## src/rtl/pia_ctl_strobe.sv

```systemverilog
module pia_ctl_strobe #(
  parameter int DATA_W   = 8,
  parameter int MODE_LSB = 3
) (
  input  logic              clk,
  input  logic              rst_n,
  input  logic              e_clk,
  input  logic              sel,
  input  logic              addr,
  input  logic              wr,
  input  logic [DATA_W-1:0] wdata,
  output logic              line_out,
  output logic              line_oe
);
  localparam int MODE_MSB = MODE_LSB + 2;
  localparam int DDR_BIT  = MODE_LSB - 1;
  localparam logic [2:0] M_STROBE = 3'b101;
  localparam logic [2:0] M_LOW    = 3'b110;
  localparam logic [2:0] M_HIGH   = 3'b111;

  logic [DATA_W-1:0] ctrl_q;
  logic e_q, pend_q, idle_q, line_q;
  logic e_rise, e_fall, bus_wr;
  logic [2:0] mode;

  assign e_rise = e_clk & ~e_q;
  assign e_fall = ~e_clk & e_q;
  assign bus_wr = e_fall & sel & wr;
  assign mode   = ctrl_q[MODE_MSB:MODE_LSB];
  assign line_out = line_q;
  assign line_oe  = ctrl_q[MODE_MSB];

  always_ff @(posedge clk or negedge rst_n)
    if (!rst_n) e_q <= 1'b0;
    else        e_q <= e_clk;

  always_ff @(posedge clk or negedge rst_n)
    if (!rst_n)
      ctrl_q <= '0;
    else if (bus_wr && addr)
      ctrl_q <= {2'b00, wdata[MODE_MSB:0]};

  always_ff @(posedge clk or negedge rst_n)
    if (!rst_n)
      idle_q <= 1'b0;
    else if (e_fall)
      idle_q <= ~sel;

  always_ff @(posedge clk or negedge rst_n)
    if (!rst_n)
      pend_q <= 1'b0;
    else if (e_rise)
      pend_q <= 1'b0;
    else if (bus_wr && !addr && ctrl_q[DDR_BIT] && mode == M_STROBE)
      pend_q <= 1'b1;

  always_ff @(posedge clk or negedge rst_n)
    if (!rst_n)
      line_q <= 1'b1;
    else if (e_rise) begin
      if (!ctrl_q[MODE_MSB])     line_q <= 1'b1;
      else if (mode == M_LOW)    line_q <= 1'b0;
      else if (mode == M_HIGH)   line_q <= 1'b1;
      else if (mode == M_STROBE) begin
        if (pend_q)      line_q <= 1'b0;
        else if (idle_q) line_q <= 1'b1;
      end
    end

  assert_line_on_e_rise_R8: assert property (@(posedge clk) disable iff (!rst_n)
    (line_q != $past(line_q)) |-> $past(e_rise));
  assert_input_idle_R2: assert property (@(posedge clk) disable iff (!rst_n)
    (e_rise && !line_oe) |=> line_q);
  assert_manual_low_R3: assert property (@(posedge clk) disable iff (!rst_n)
    (e_rise && line_oe && mode == M_LOW) |=> !line_q);
  assert_manual_high_R3: assert property (@(posedge clk) disable iff (!rst_n)
    (e_rise && line_oe && mode == M_HIGH) |=> line_q);
  assert_strobe_fall_R4: assert property (@(posedge clk) disable iff (!rst_n)
    (e_rise && mode == M_STROBE && pend_q) |=> !line_q);
  assert_stay_low_R5: assert property (@(posedge clk) disable iff (!rst_n)
    (e_rise && mode == M_STROBE && !idle_q && !line_q) |=> !line_q);
  assert_ctrl_only_on_fall_R8: assert property (@(posedge clk) disable iff (!rst_n)
    (ctrl_q != $past(ctrl_q)) |-> $past(e_fall && sel && wr && addr));
endmodule

```

## config.mk

```make
export PLATFORM = sky130hd
export DESIGN_NAME = pia_ctl_strobe
export DESIGN_NICKNAME = d
export VERILOG_FILES = /design/src/rtl/pia_ctl_strobe.sv
export SDC_FILE = /design/constraint.sdc
export NUM_CORES = 1
export LEC_CHECK = 0
export ABC_AREA = 1
export BUFFER_PORTS_ARGS = -buffer_cell sky130_fd_sc_hd__buf_2
export CAP_MARGIN = 15
export CORE_AREA = 2 2 39 41
export CTS_CLUSTER_DIAMETER = 80
export DETAILED_ROUTE_END_ITERATION = 6
export DIE_AREA = 0 0 41 43
export HOLD_SLACK_MARGIN = 0.06
export PLACE_DENSITY = 0.58
export SYNTH_ARGS = -nofsm -noshare
export SYNTH_HDL_FRONTEND = slang
export SYNTH_SLANG_ARGS = --single-unit
export TNS_END_PERCENT = 30
```

## constraint.sdc

```tcl
create_clock -name clk -period 1.1 [get_ports clk]
set_clock_uncertainty 0.05 [all_clocks]
set_input_delay 0 -clock clk [delete_from_list [all_inputs] [get_ports clk]]
set_output_delay 0 -clock clk [all_outputs]
set_load 0.05 [all_outputs]
```

Yosys cells after proc, flatten, opt, wreduce, memory -nomap -nowiden
Cells that the tools add are included.

operators by class
  equality and inequality tests = 5
  multiplexer cells = 8
  bitwise gates (word level) = 7
  reduce and logical (&&, ||, !) cells = 7

operator list
  operator              number
  $eq A3 B3 Y1 const B  3
  $mux W1               8
  $ne A5 B1 Y1 const B  1
  $and A1 B1 Y1         4
  $logic_and A1 B1 Y1   4
  $ne A4 B1 Y1 const B  1
  $not A1 Y1            3
  $reduce_and A3 Y1     1
  $reduce_bool A2 Y1    1
  $logic_not A1 Y1      1

storage, ports and cells
  flip-flop bits (word level) = 10
  input bits = 14
  output and inout bits = 2
  word-level logic and storage cells = 32

Depth between registers and ports, before layout
Gate-level depths: netlist of run 1.

  word-level depth = 9
  gate-level depth with buffers = 7
  mapped depth without buffers = 7

Least setup slack after synthesis of run 1
No wires, ideal clock.

  path kind = reg-to-reg
  from = register ctrl_q[5]
  to = register pend_q
  library setup time = 0.073 ns
  data arrival time = 1.011 ns
  required time = 0.977 ns
  slack = -0.034 ns
  cell stages (with the launch flop) = 5
  path buffers = 0
  clock period less this slack = 1.134 ns
  cell sequence = dfrtp_1 > nand3_1 > nor2_1 > nand2_1 > a21oi_2

between the ends
  cells in the longest elaborated chain, start to end = 3

RTL lines
  what                                 line  source
  start: declaration                   21    logic [DATA_W-1:0] ctrl_q;
  start signal: assignment             41    ctrl_q <= {2'b00, wdata[MODE_MSB:0]};
  $eq A3 B3 Y1                         54    else if (bus_wr && !addr && ctrl_q[DDR_BIT] && mode == M_STROBE)
  $logic_and A1 B1 Y1                  54
  $reduce_bool A2 Y1 (no source line)  --
  end signal: assignment               51    pend_q <= 1'b0;
  end signal: assignment               53    pend_q <= 1'b0;
  end signal: assignment               55    pend_q <= 1'b1;
  end: declaration                     22    logic e_q, pend_q, idle_q, line_q;

Every way passes these cells.
A chain may end at the register's enable or synchronous reset.

Worst setup path in the final report of run 1
  from = register line_q (netlist: line_out)
  to = output line_out

RTL lines
  what                      line  source
  start: declaration        22
  start signal: assignment  59    line_q <= 1'b1;
  start signal: assignment  61    if (!ctrl_q[MODE_MSB]) line_q <= 1'b1;
  start signal: assignment  62    else if (mode == M_LOW) line_q <= 1'b0;
  end: declaration          12    output logic line_out,

No word-level cell between the ends.

==> results of run 1 <==
metal layers:
| layer | global-route usage, % | up-vias | routed length (µm) |
|---|---|---|---|
| li1 | - | 199 | - |
| met1 | 15.8 | 168 | 408 |
| met2 | 17.2 | 9 | 419 |
| met3 | 6.28 | 2 | 41 |
| met4 | 8.00 | 0 | 14 |
| met5 | 0 | - | 0 |
logic make-up after synthesis:
group / Yosys count / synth area share [%]
simple gates: 30 / 36.8
buf+inv: 8 / 7.36
flops: 8 / 49.4
compound gates: 4 / 6.44
cell type report:
cell class / count / area share, %
Clock buffer: 4 / 4.23
Inverter: 8 / 4.84
Multi-Input combinational cell: 34 / 28.4
Sequential cell: 8 / 32.7
Tap cell: 16 / 3.23
Timing Repair Buffer: 21 / 26.6
state kept, by name (all words and copies together), names as in the netlist:
signal and cells:
pend_q 1, idle_q 1, ctrl_q 4, e_q 1, line_out 1
stage by stage:
step,area (µm²),hold WS [ns],setup slack [ns],util (%)
after floorplan,409,-0.346,0.0383,-
final,621,0.127,0.0659,44.8
after detailed placement,484,-0.193,0.134,35.0
after global routing,621,0.173,0.0117,44.8
after global placement,484,-0.195,0.152,35.0
after CTS,613,0.126,0.0493,44.3
placed cells by master (no fill, tap or decap), drive strengths merged:
cell type	n
nor2	3
nand3	2
a21oi	1
dfstp	1
dlygate4sd3	10
buf	10
o21ai	2
nand2	24
inv	8
nor3	1
dfrtp	7
clkbuf	4
o21a	1
dlymetal6s4s	1
what timing repair did:
action,CTS,global route
pin swaps,0,2
resized for setup,1,1
hold endpoints to repair,15,1
endpoints found under the setup margin,1,4
hold buffers,10,1
worst paths after layout:
path / start / endpoint / slack, ns / cells past startpoint
setup / recovery: line_out$_DFFE_PN1P_ / line_out / 0.07 / 1
hold / removal: wr / pend_q$_DFFE_PN0P_ / 0.13 / 5
setup reg to reg: e_q$_DFF_PN0_ / ctrl_q[4]$_DFFE_PN0P_ / 0.10 / 5
hold reg to reg: ctrl_q[2]$_DFFE_PN0P_ / ctrl_q[2]$_DFFE_PN0P_ / 0.44 / 2
max in group asynchronous: rst_n / ctrl_q[5]$_DFFE_PN0P_ / 0.17 / 3
min in group asynchronous: rst_n / line_out$_DFFE_PN1P_ / 0.18 / 2
power breakdown:
| part | internal (µW) | total, µW | leakage (µW) | switching (µW) |
|---|---|---|---|---|
| clock network | 139 | 247 | 0.0000150 | 108 |
| logic | 84.6 | 200 | 0.000212 | 116 |
| registers | 339 | 372 | 0.0000967 | 32.4 |
| total | 563 | 819 | 0.000324 | 256 |
==> results.py, run 1 <==
metrics = {
    "synthesis": {
        "synthCells": 50,
        "synth_common_cells": "23 x nand2_1, 7 x dfrtp_1, 7 x inv_1",
        "synth_most_common_cell": "nand2_1",
        "yosys.area.top_type": "dfrtp_1",
        "synth_top_area_share_pct": 42.9,
        "synth_edf_count": 0,
        "synth-seq-cells": 8,
        "synth-main-ff-cell": "dfrtp_1",
        "yosysSeqAreaShare_pct": 49.4,
        "netlist_top_cells_area": "dfrtp_1 43%, nand2_1 21%, dfstp_2 6.4%",
        "synth_area_um2": 408,
        "avgSynthCellArea_um2": 8.16,
        "async_flop_share_pct": 100,
        "synth_nets": 64,
        "yosys.cell_types.count": 14,
        "ys_warn_count": 0,
    },
    "worst_setup_path": {
        "endpoint_kind": "primary output",
        "cpMaxStageDelayCell": "dfstp_2",
        "cp_max_fo": 3,
        "cp.required_ns": 1.05,
        "critPathArrivalTime_ns": 0.98,
        "critPathLaunchType": "register",
        "slowest_delay_ns": 0.54,
        "path_cells": "buf_4",
        "path_delay_family": "flip-flops",
        "critPathBufInv": 1,
        "worstSetupPathType": "reg -> out",
    },
    "cells_and_area": {
        "final_cells": 91,
        "regArea_um2": 203,
        "areaGrowthSynthToFinish_pct": 52.1,
        "layout-drive-gt1-share_pct": 28.0,
        "final_nets": 90,
        "diodes": 0,
        "multi_input_area_um2": 176,
        "fillers": 139,
    },
    "drt": {
        "wl_per_cell_um": 9.70,
        "first_iter_violations": 3,
        "ant_nets": 0,
        "firstDrtPassIters": 4,
        "via_count": 378,
        "vias_per_cell": 4.15,
        "routed_wl_um": 883,
        "drc": 0,
    },
    "timing": {
        "maxSlewHeadroom_pct": 83.4,
        "finalCritPeriodShare_pct": 94.0,
        "finalSetupTns_ns": 0,
        "grt_setup_unrepaired": "false",
        "fmax_ghz": 0.967,
        "worst_pin_slew_ns": 0.251,
        "slew_viol_final": 0,
        "fin_crit_ns": 1.03,
        "setup-violations-final": 0,
        "timing.final.hold_violations": 0,
    },
    "global_route": {
        "grt_use_total_pct": 12.9,
        "grt_antenna_before_repair": 0,
        "grt_max_degree": 6,
        "grt_overflow": 0,
        "grt_pass1_vias": 368,
        "grt_pass1_wl_um": 1460,
    },
    "cts": {
        "cts_tree": "built",
        "clock_sinks": 8,
        "numCtsBuffers": 3,
        "clockBufferDepth": 2,
        "clock-root-buffer": "clkbuf_4",
        "cts_max_level": 1,
        "cts_setup_buffers": 0,
        "clk_latency_ns": 0.26,
        "clk_pin_slew_ns": 0.06,
    },
    "placed_design": {
        "dp_hpwl_um": 577,
        "gp_congestion": 0.748,
        "dp_cells": 77,
        "io_buffer_count": 11,
    },
    "floorplan": {
        "ios": 16,
        "dieHeight_um": 43,
        "core_area_um2": 1380,
        "die_w_um": 41,
        "start_util_pct": 29.5,
        "rows": 14,
        "dieArea_um2": 1760,
    },
    "power": {
        "cellPowerDensity_nw_per_um2": 1320,
        "leakage_uw": 0.000324,
        "power_uw": 819,
        "peakVddDrop_mv": 0.707,
    },
    "hold_path": {
        "hold_path.class": "in -> reg",
    },
    "run_status": {
        "outcome": "complete, no violations",
    },
    "run": {
        "cap_violations": 0,
    },
}
Power figures use the tool's default switching activity.
==> run 2: changes to the inputs <==
--- a/config.mk
+++ b/config.mk
@@ -14,6 +14,7 @@
 export DIE_AREA = 0 0 41 43
 export HOLD_SLACK_MARGIN = 0.06
 export PLACE_DENSITY = 0.58
+export REMOVE_ABC_BUFFERS = 1
 export SYNTH_ARGS = -nofsm -noshare
 export SYNTH_HDL_FRONTEND = slang
 export SYNTH_SLANG_ARGS = --single-unit
==> results.py, run 2 (synthesized netlist as in run 1, its figures left out) <==
metrics = {
    "power": {
        "switching_share_pct": 31.0,
        "clock_power_share_pct": 30.3,
        "leakage_uw": 0.000299,
        "internal_power_uw": 552,
        "p_seq_share_pct": 46.2,
        "switchingPower_uw": 248,
        "cellPowerDensity_nw_per_um2": 1390,
        "peakVddDrop_mv": 0.806,
        "combPwrFrac_pct": 23.5,
    },
    "global_route": {
        "grt_use_met1_pct": 11.3,
        "grt_max_degree": 9,
        "grtUsageMet3_pct": 7.85,
        "grt_antenna_before_repair": 0,
        "grt_use_total_pct": 10.3,
        "grt_use_met2_pct": 15.6,
        "grt_pass1_wl_um": 1190,
        "grt_overflow": 0,
        "grt_pass1_vias": 330,
        "grt-busiest-layer": "met2",
    },
    "drt": {
        "vias_per_cell": 4.21,
        "firstDrtPassIters": 2,
        "routed_wl_um": 738,
        "drc": 0,
        "via_count": 366,
        "first_iter_violations": 5,
        "ant_nets": 0,
        "wl_per_cell_um": 8.48,
    },
    "floorplan": {
        "start_util_pct": 29.5,
        "die_w_um": 41,
        "dieArea_um2": 1760,
        "rows": 14,
        "ios": 16,
        "core_area_um2": 1380,
        "dieHeight_um": 43,
    },
    "cells_and_area": {
        "top_register": "ctrl_q",
        "areaGrowthSynthToFinish_pct": 41.4,
        "postLayoutCoreUtil_pct": 41.7,
        "final_nets": 86,
        "diodes": 0,
        "largest_register_ffs": 4,
        "layout-drive-gt1-share_pct": 28.2,
        "layout_commonest_cell": "nand2_1",
        "final_cell_mix": "23 x nand2_1, 9 x buf_2, 7 x inv_1, 7 x dfrtp_1, 7 x dlygate4sd3_1",
        "fillers": 138,
    },
    "timing": {
        "fin_crit_ns": 1.05,
        "worst_pin_slew_ns": 0.245,
        "timing.hold.ws_ns": 0.0610,
        "maxSlewHeadroom_pct": 83.8,
        "finalCritPeriodShare_pct": 95.2,
        "setup-violations-final": 0,
        "grt_setup_unrepaired": "false",
        "timing.final.hold_violations": 0,
        "slew_viol_final": 0,
        "fmax_ghz": 0.955,
        "finalSetupTns_ns": 0,
    },
    "hold_path": {
        "whs_endpoint": "idle_q$_DFFE_PN0N_",
        "min_path_cells": 3,
        "hold_path.class": "in -> reg",
        "min_from": "sel",
    },
    "worst_setup_path": {
        "rr_startpoint": "e_q$_DFF_PN0_",
        "path_cells": "buf_4",
        "endpoint_kind": "primary output",
        "critPathBufInv": 1,
        "cpMaxStageDelayCell": "dfstp_2",
        "cp.required_ns": 1.05,
        "critPathLaunchType": "register",
        "critPathArrivalTime_ns": 1.00,
        "slowest_delay_ns": 0.55,
        "cp_max_fo": 3,
        "worstSetupPathType": "reg -> out",
        "path_delay_family": "flip-flops",
        "rr_worst_depth": 5,
        "reg2reg_slack_ns": 0.11,
        "reg2reg_to": "ctrl_q[2]$_DFFE_PN0P_",
    },
    "cts": {
        "cts_setup_buffers": 0,
        "cts_tree": "built",
        "clk_pin_slew_ns": 0.06,
        "clockBufferDepth": 2,
        "numCtsBuffers": 3,
        "clock_sinks": 8,
        "clk_latency_ns": 0.25,
        "cts_max_level": 1,
        "clock-root-buffer": "clkbuf_4",
    },
    "placed_design": {
        "io_buffer_count": 11,
        "gp_congestion": 0.717,
        "dp_hpwl_um": 555,
    },
    "run": {
        "cap_violations": 0,
    },
    "run_status": {
        "outcome": "complete, no violations",
    },
}
run 2: timing repair:
item / 4_1_cts / 5_1_grt
hold buffers: 7 / 0
gates resized for setup: 1 / 1
setup endpoints to repair: 1 / 5
hold endpoints to repair: 14 / 0
gates cloned: 0 / 0
pin swaps: 0 / 1
run 2: worst register-to-register path, delay by kind of cell (launching register included):
family / cells / cell delay [ns]
AND/OR/NAND/NOR: 5 / 0.45
flip-flops: 1 / 0.39
run 2: power groups by stage:
stage	Sequential, µW	Combinational [µW]	Clock (µW)
6_report	370	188	242
5_1_grt	373	214	271
2_1_floorplan	409	79.7	0
3_5_place_dp	375	168	0
3_3_place_gp	375	166	0
4_1_cts	370	190	252
run 2: layout make-up:
cell class / instances / area (µm²) / area share (%)
Clock buffer: 4 / 26.3 / 4.56
Timing Repair Buffer: 17 / 123 / 21.3
Tap cell: 16 / 20.0 / 3.47
Sequential cell: 8 / 201 / 34.9
Inverter: 8 / 30.0 / 5.21
Multi-Input combinational cell: 34 / 176 / 30.6
run 2: routing by layer:
layer | wire (µm) | vias to the layer above
met3 | 61 | 0
li1 | - | 192
met1 | 331 | 162
met5 | 0 | -
met2 | 345 | 12
met4 | 0 | 0
run 2: worst max-delay path by stage:
stage | startpoint | endpoint | slack (ns) | cells after the start
2_1_floorplan | ctrl_q[5]$_DFFE_PN0P_ | pend_q$_DFFE_PN0P_ | -0.03 | 4
3_3_place_gp | e_q$_DFF_PN0_ | ctrl_q[2]$_DFFE_PN0P_ | 0.16 | 5
3_5_place_dp | e_q$_DFF_PN0_ | line_out$_DFFE_PN1P_ | 0.13 | 5
4_1_cts | line_out$_DFFE_PN1P_ | line_out | 0.05 | 1
5_1_grt | e_clk | ctrl_q[2]$_DFFE_PN0P_ | 0.02 | 7
6_report | line_out$_DFFE_PN1P_ | line_out | 0.05 | 1
run 2: through the flow:
stage | instances | instance area [µm²] | power, µW | setup WS, ns
after global routing | 87 | 577 | 858 | 0.0212
after detailed placement | 77 | 483 | 543 | 0.130
after CTS | 88 | 582 | 812 | 0.0480
after floorplan | 50 | 408 | 489 | -0.0342
final | 87 | 577 | 800 | 0.0523
after global placement | 77 | 483 | 541 | 0.161
==> run 3: changes to the inputs <==
--- a/config.mk
+++ b/config.mk
@@ -5,15 +5,14 @@
 export SDC_FILE = /design/constraint.sdc
 export NUM_CORES = 1
 export LEC_CHECK = 0
-export ABC_AREA = 1
 export BUFFER_PORTS_ARGS = -buffer_cell sky130_fd_sc_hd__buf_2
 export CAP_MARGIN = 15
-export CORE_AREA = 2 2 39 41
+export CORE_AREA = 5 5 42 44
 export CTS_CLUSTER_DIAMETER = 80
 export DETAILED_ROUTE_END_ITERATION = 6
-export DIE_AREA = 0 0 41 43
+export DIE_AREA = 0 0 47 49
 export HOLD_SLACK_MARGIN = 0.06
-export PLACE_DENSITY = 0.58
+export PLACE_DENSITY = 0.55
 export REMOVE_ABC_BUFFERS = 1
 export SYNTH_ARGS = -nofsm -noshare
 export SYNTH_HDL_FRONTEND = slang
==> results.py, run 3 <==
metrics = {
    "worst_setup_path": {
        "path_delay_family": "flip-flops",
        "critPathLaunchType": "register",
        "endpoint_kind": "register",
        "cp_max_fo": 4,
        "worstSetupPathType": "reg -> reg",
        "critPathBufInv": 0,
        "cpMaxStageDelayCell": "dfrtp_1",
        "critPathArrivalTime_ns": 1.21,
        "slowest_delay_ns": 0.39,
        "path_cells": "nor2b_4 -> nand4_4 -> mux2_2",
        "cp.required_ns": 1.19,
    },
    "cells_and_area": {
        "layout_commonest_cell": "buf_2",
        "final_area_um2": 586,
        "layout-drive-gt1-share_pct": 43.6,
        "final_nets": 70,
        "top_register": "ctrl_q",
        "diodes": 0,
        "final_cell_mix": "10 x buf_2, 9 x dlygate4sd3_1, 7 x dfrtp_1",
        "areaGrowthSynthToFinish_pct": 55.5,
        "largest_register_ffs": 4,
    },
    "power": {
        "internal_power_uw": 612,
        "switchingPower_uw": 267,
        "p_seq_share_pct": 45.2,
        "leakage_uw": 0.000277,
        "power_uw": 878,
        "peakVddDrop_mv": 0.715,
        "cellPowerDensity_nw_per_um2": 1500,
        "combPwrFrac_pct": 26.7,
        "switching_share_pct": 30.3,
        "clock_power_share_pct": 28.1,
    },
    "timing": {
        "maxSlewHeadroom_pct": 83.6,
        "setup_ws_ns": -0.0208,
        "slew_viol_final": 0,
        "grt_setup_unrepaired": "true",
        "fin_crit_ns": 1.12,
        "fmax_ghz": 0.892,
        "finalCritPeriodShare_pct": 102,
        "timing.final.hold_violations": 0,
        "worst_pin_slew_ns": 0.248,
        "setup-violations-final": 4,
    },
    "drt": {
        "via_count": 310,
        "drc": 0,
        "vias_per_cell": 4.37,
        "firstDrtPassIters": 2,
        "ant_nets": 0,
        "routed_wl_um": 827,
        "wl_per_cell_um": 11.6,
        "first_iter_violations": 3,
    },
    "synthesis": {
        "synth_top_area_share_pct": 46.5,
        "async_flop_share_pct": 100,
        "avgSynthCellArea_um2": 13.0,
        "yosys.area.top_type": "dfrtp_1",
        "synthCells": 29,
        "synth-seq-cells": 8,
        "synth-main-ff-cell": "dfrtp_1",
        "ys_warn_count": 0,
        "synth_area_um2": 377,
        "synth_most_common_cell": "dfrtp_1",
        "synth_edf_count": 0,
        "synth_common_cells": "7 x dfrtp_1, 4 x mux2_2, 3 x nand2_1",
        "yosysSeqAreaShare_pct": 53.5,
        "netlist_top_cells_area": "dfrtp_1 47%, mux2_2 12%, dfstp_2 7.0%",
        "yosys.cell_types.count": 16,
    },
    "floorplan": {
        "die_w_um": 47,
        "rows": 14,
        "dieHeight_um": 49,
        "start_util_pct": 26.9,
        "ios": 16,
        "dieArea_um2": 2300,
        "core_area_um2": 1400,
    },
    "placed_design": {
        "preCtsSetupSlack_ns": -0.0463,
        "io_buffer_count": 11,
        "gp_congestion": 0.742,
        "dpl_cell_area_um2": 467,
        "dp_hpwl_um": 586,
    },
    "cts": {
        "clock_sinks": 8,
        "clk_latency_ns": 0.26,
        "cts_tree": "built",
        "numCtsBuffers": 3,
        "clockBufferDepth": 2,
        "cts_setup_buffers": 0,
        "cts_max_level": 1,
        "clock-root-buffer": "clkbuf_4",
        "clk_pin_slew_ns": 0.06,
    },
    "global_route": {
        "grt_antenna_before_repair": 0,
        "grt_overflow": 0,
        "grt_pass1_vias": 323,
        "grt_max_degree": 6,
        "grt_pass1_wl_um": 1380,
        "grt_use_total_pct": 8.58,
    },
    "run": {
        "cap_violations": 0,
    },
    "run_status": {
        "violations": "setup timing",
        "outcome": "complete, but fails checks",
    },
    "hold_path": {
        "hold_path.class": "in -> reg",
    },
}
run 3: cell types whose count changed in the layout (fill, tap and decap cells not counted), moves of 2 or more:
cell	change
mux2_2	+4
buf_4	+2
dlygate4sd3_1	+2
nand2_1	-20
inv_1	-5
nor2_1	-2
a21oi_1	+2
run 3: final timing paths:
path	startpoint	to	slack, ns	cells past startpoint
worst max-delay path	e_q$_DFF_PN0_	ctrl_q[2]$_DFFE_PN0P_	-0.02	3
worst min-delay path	wr	ctrl_q[5]$_DFFE_PN0P_	0.1	3
worst max register to register	e_q$_DFF_PN0_	ctrl_q[2]$_DFFE_PN0P_	-0.02	3
worst min register to register	e_q$_DFF_PN0_	pend_q$_DFFE_PN0P_	0.47	2
max in group asynchronous	rst_n	ctrl_q[3]$_DFFE_PN0P_	0.18	3
min in group asynchronous	rst_n	line_out$_DFFE_PN1P_	0.17	2
run 3: tightest hold or removal path: stages:
cell and delay [ns]:
buf_2 0.12, nand4_4 0.10, mux2_2 0.15
run 3: cells by family after synthesis:
kind of cell,count (synthesis),share of synthesized area [%]
flip-flops,8,53.5
multiplexers,5,14.6
AO/OA/AOI/OAI,5,8.31
AND/OR/NAND/NOR,9,21.6
buffers and inverters,2,1.99
run 3: repair_timing:
action	in CTS	in global routing
gates cloned	0	0
setup endpoints to repair	5	4
endpoints found under the hold margin	15	0
pin swaps	1	0
gates resized for setup	1	0
hold buffers	9	0
run 3: layout make-up:
type	count	area, µm²
fillers	146	816
flip-flops and latches	8	201
multi-input cells	19	168
repair buffers	22	163
clock buffers	4	26.3
well taps	16	20.0
inverters	2	7.51
run 3: per-stage QoR:
| step | setup TNS [ns] | utilization (%) | instances | hold slack [ns] |
|---|---|---|---|---|
| 2_1_floorplan | -0.187 | - | 29 | -0.346 |
| 3_5_place_dp | -0.172 | 33.3 | 58 | -0.193 |
| 5_1_grt | -0.273 | 41.8 | 71 | 0.0964 |
| 3_3_place_gp | -0.143 | 33.3 | 58 | -0.193 |
| 4_1_cts | -0.114 | 41.8 | 71 | 0.0935 |
| 6_report | -0.0799 | 41.8 | 71 | 0.0970 |
run 3: per-layer routing:
layer	global-route usage [%]	part of all wire [%]	vias up
li1	-	-	159
met1	10.6	42	142
met2	12.7	50	9
met3	5.54	7.5	0
met4	1.38	0	0
met5	0	0	-
run 3: power groups by stage:
stage	registers [µW]	clock network, µW	logic [µW]
global placement	401	0	208
CTS	398	260	238
floorplan	448	0	82.9
detailed placement	403	0	209
finish	397	247	234
global route	408	282	256
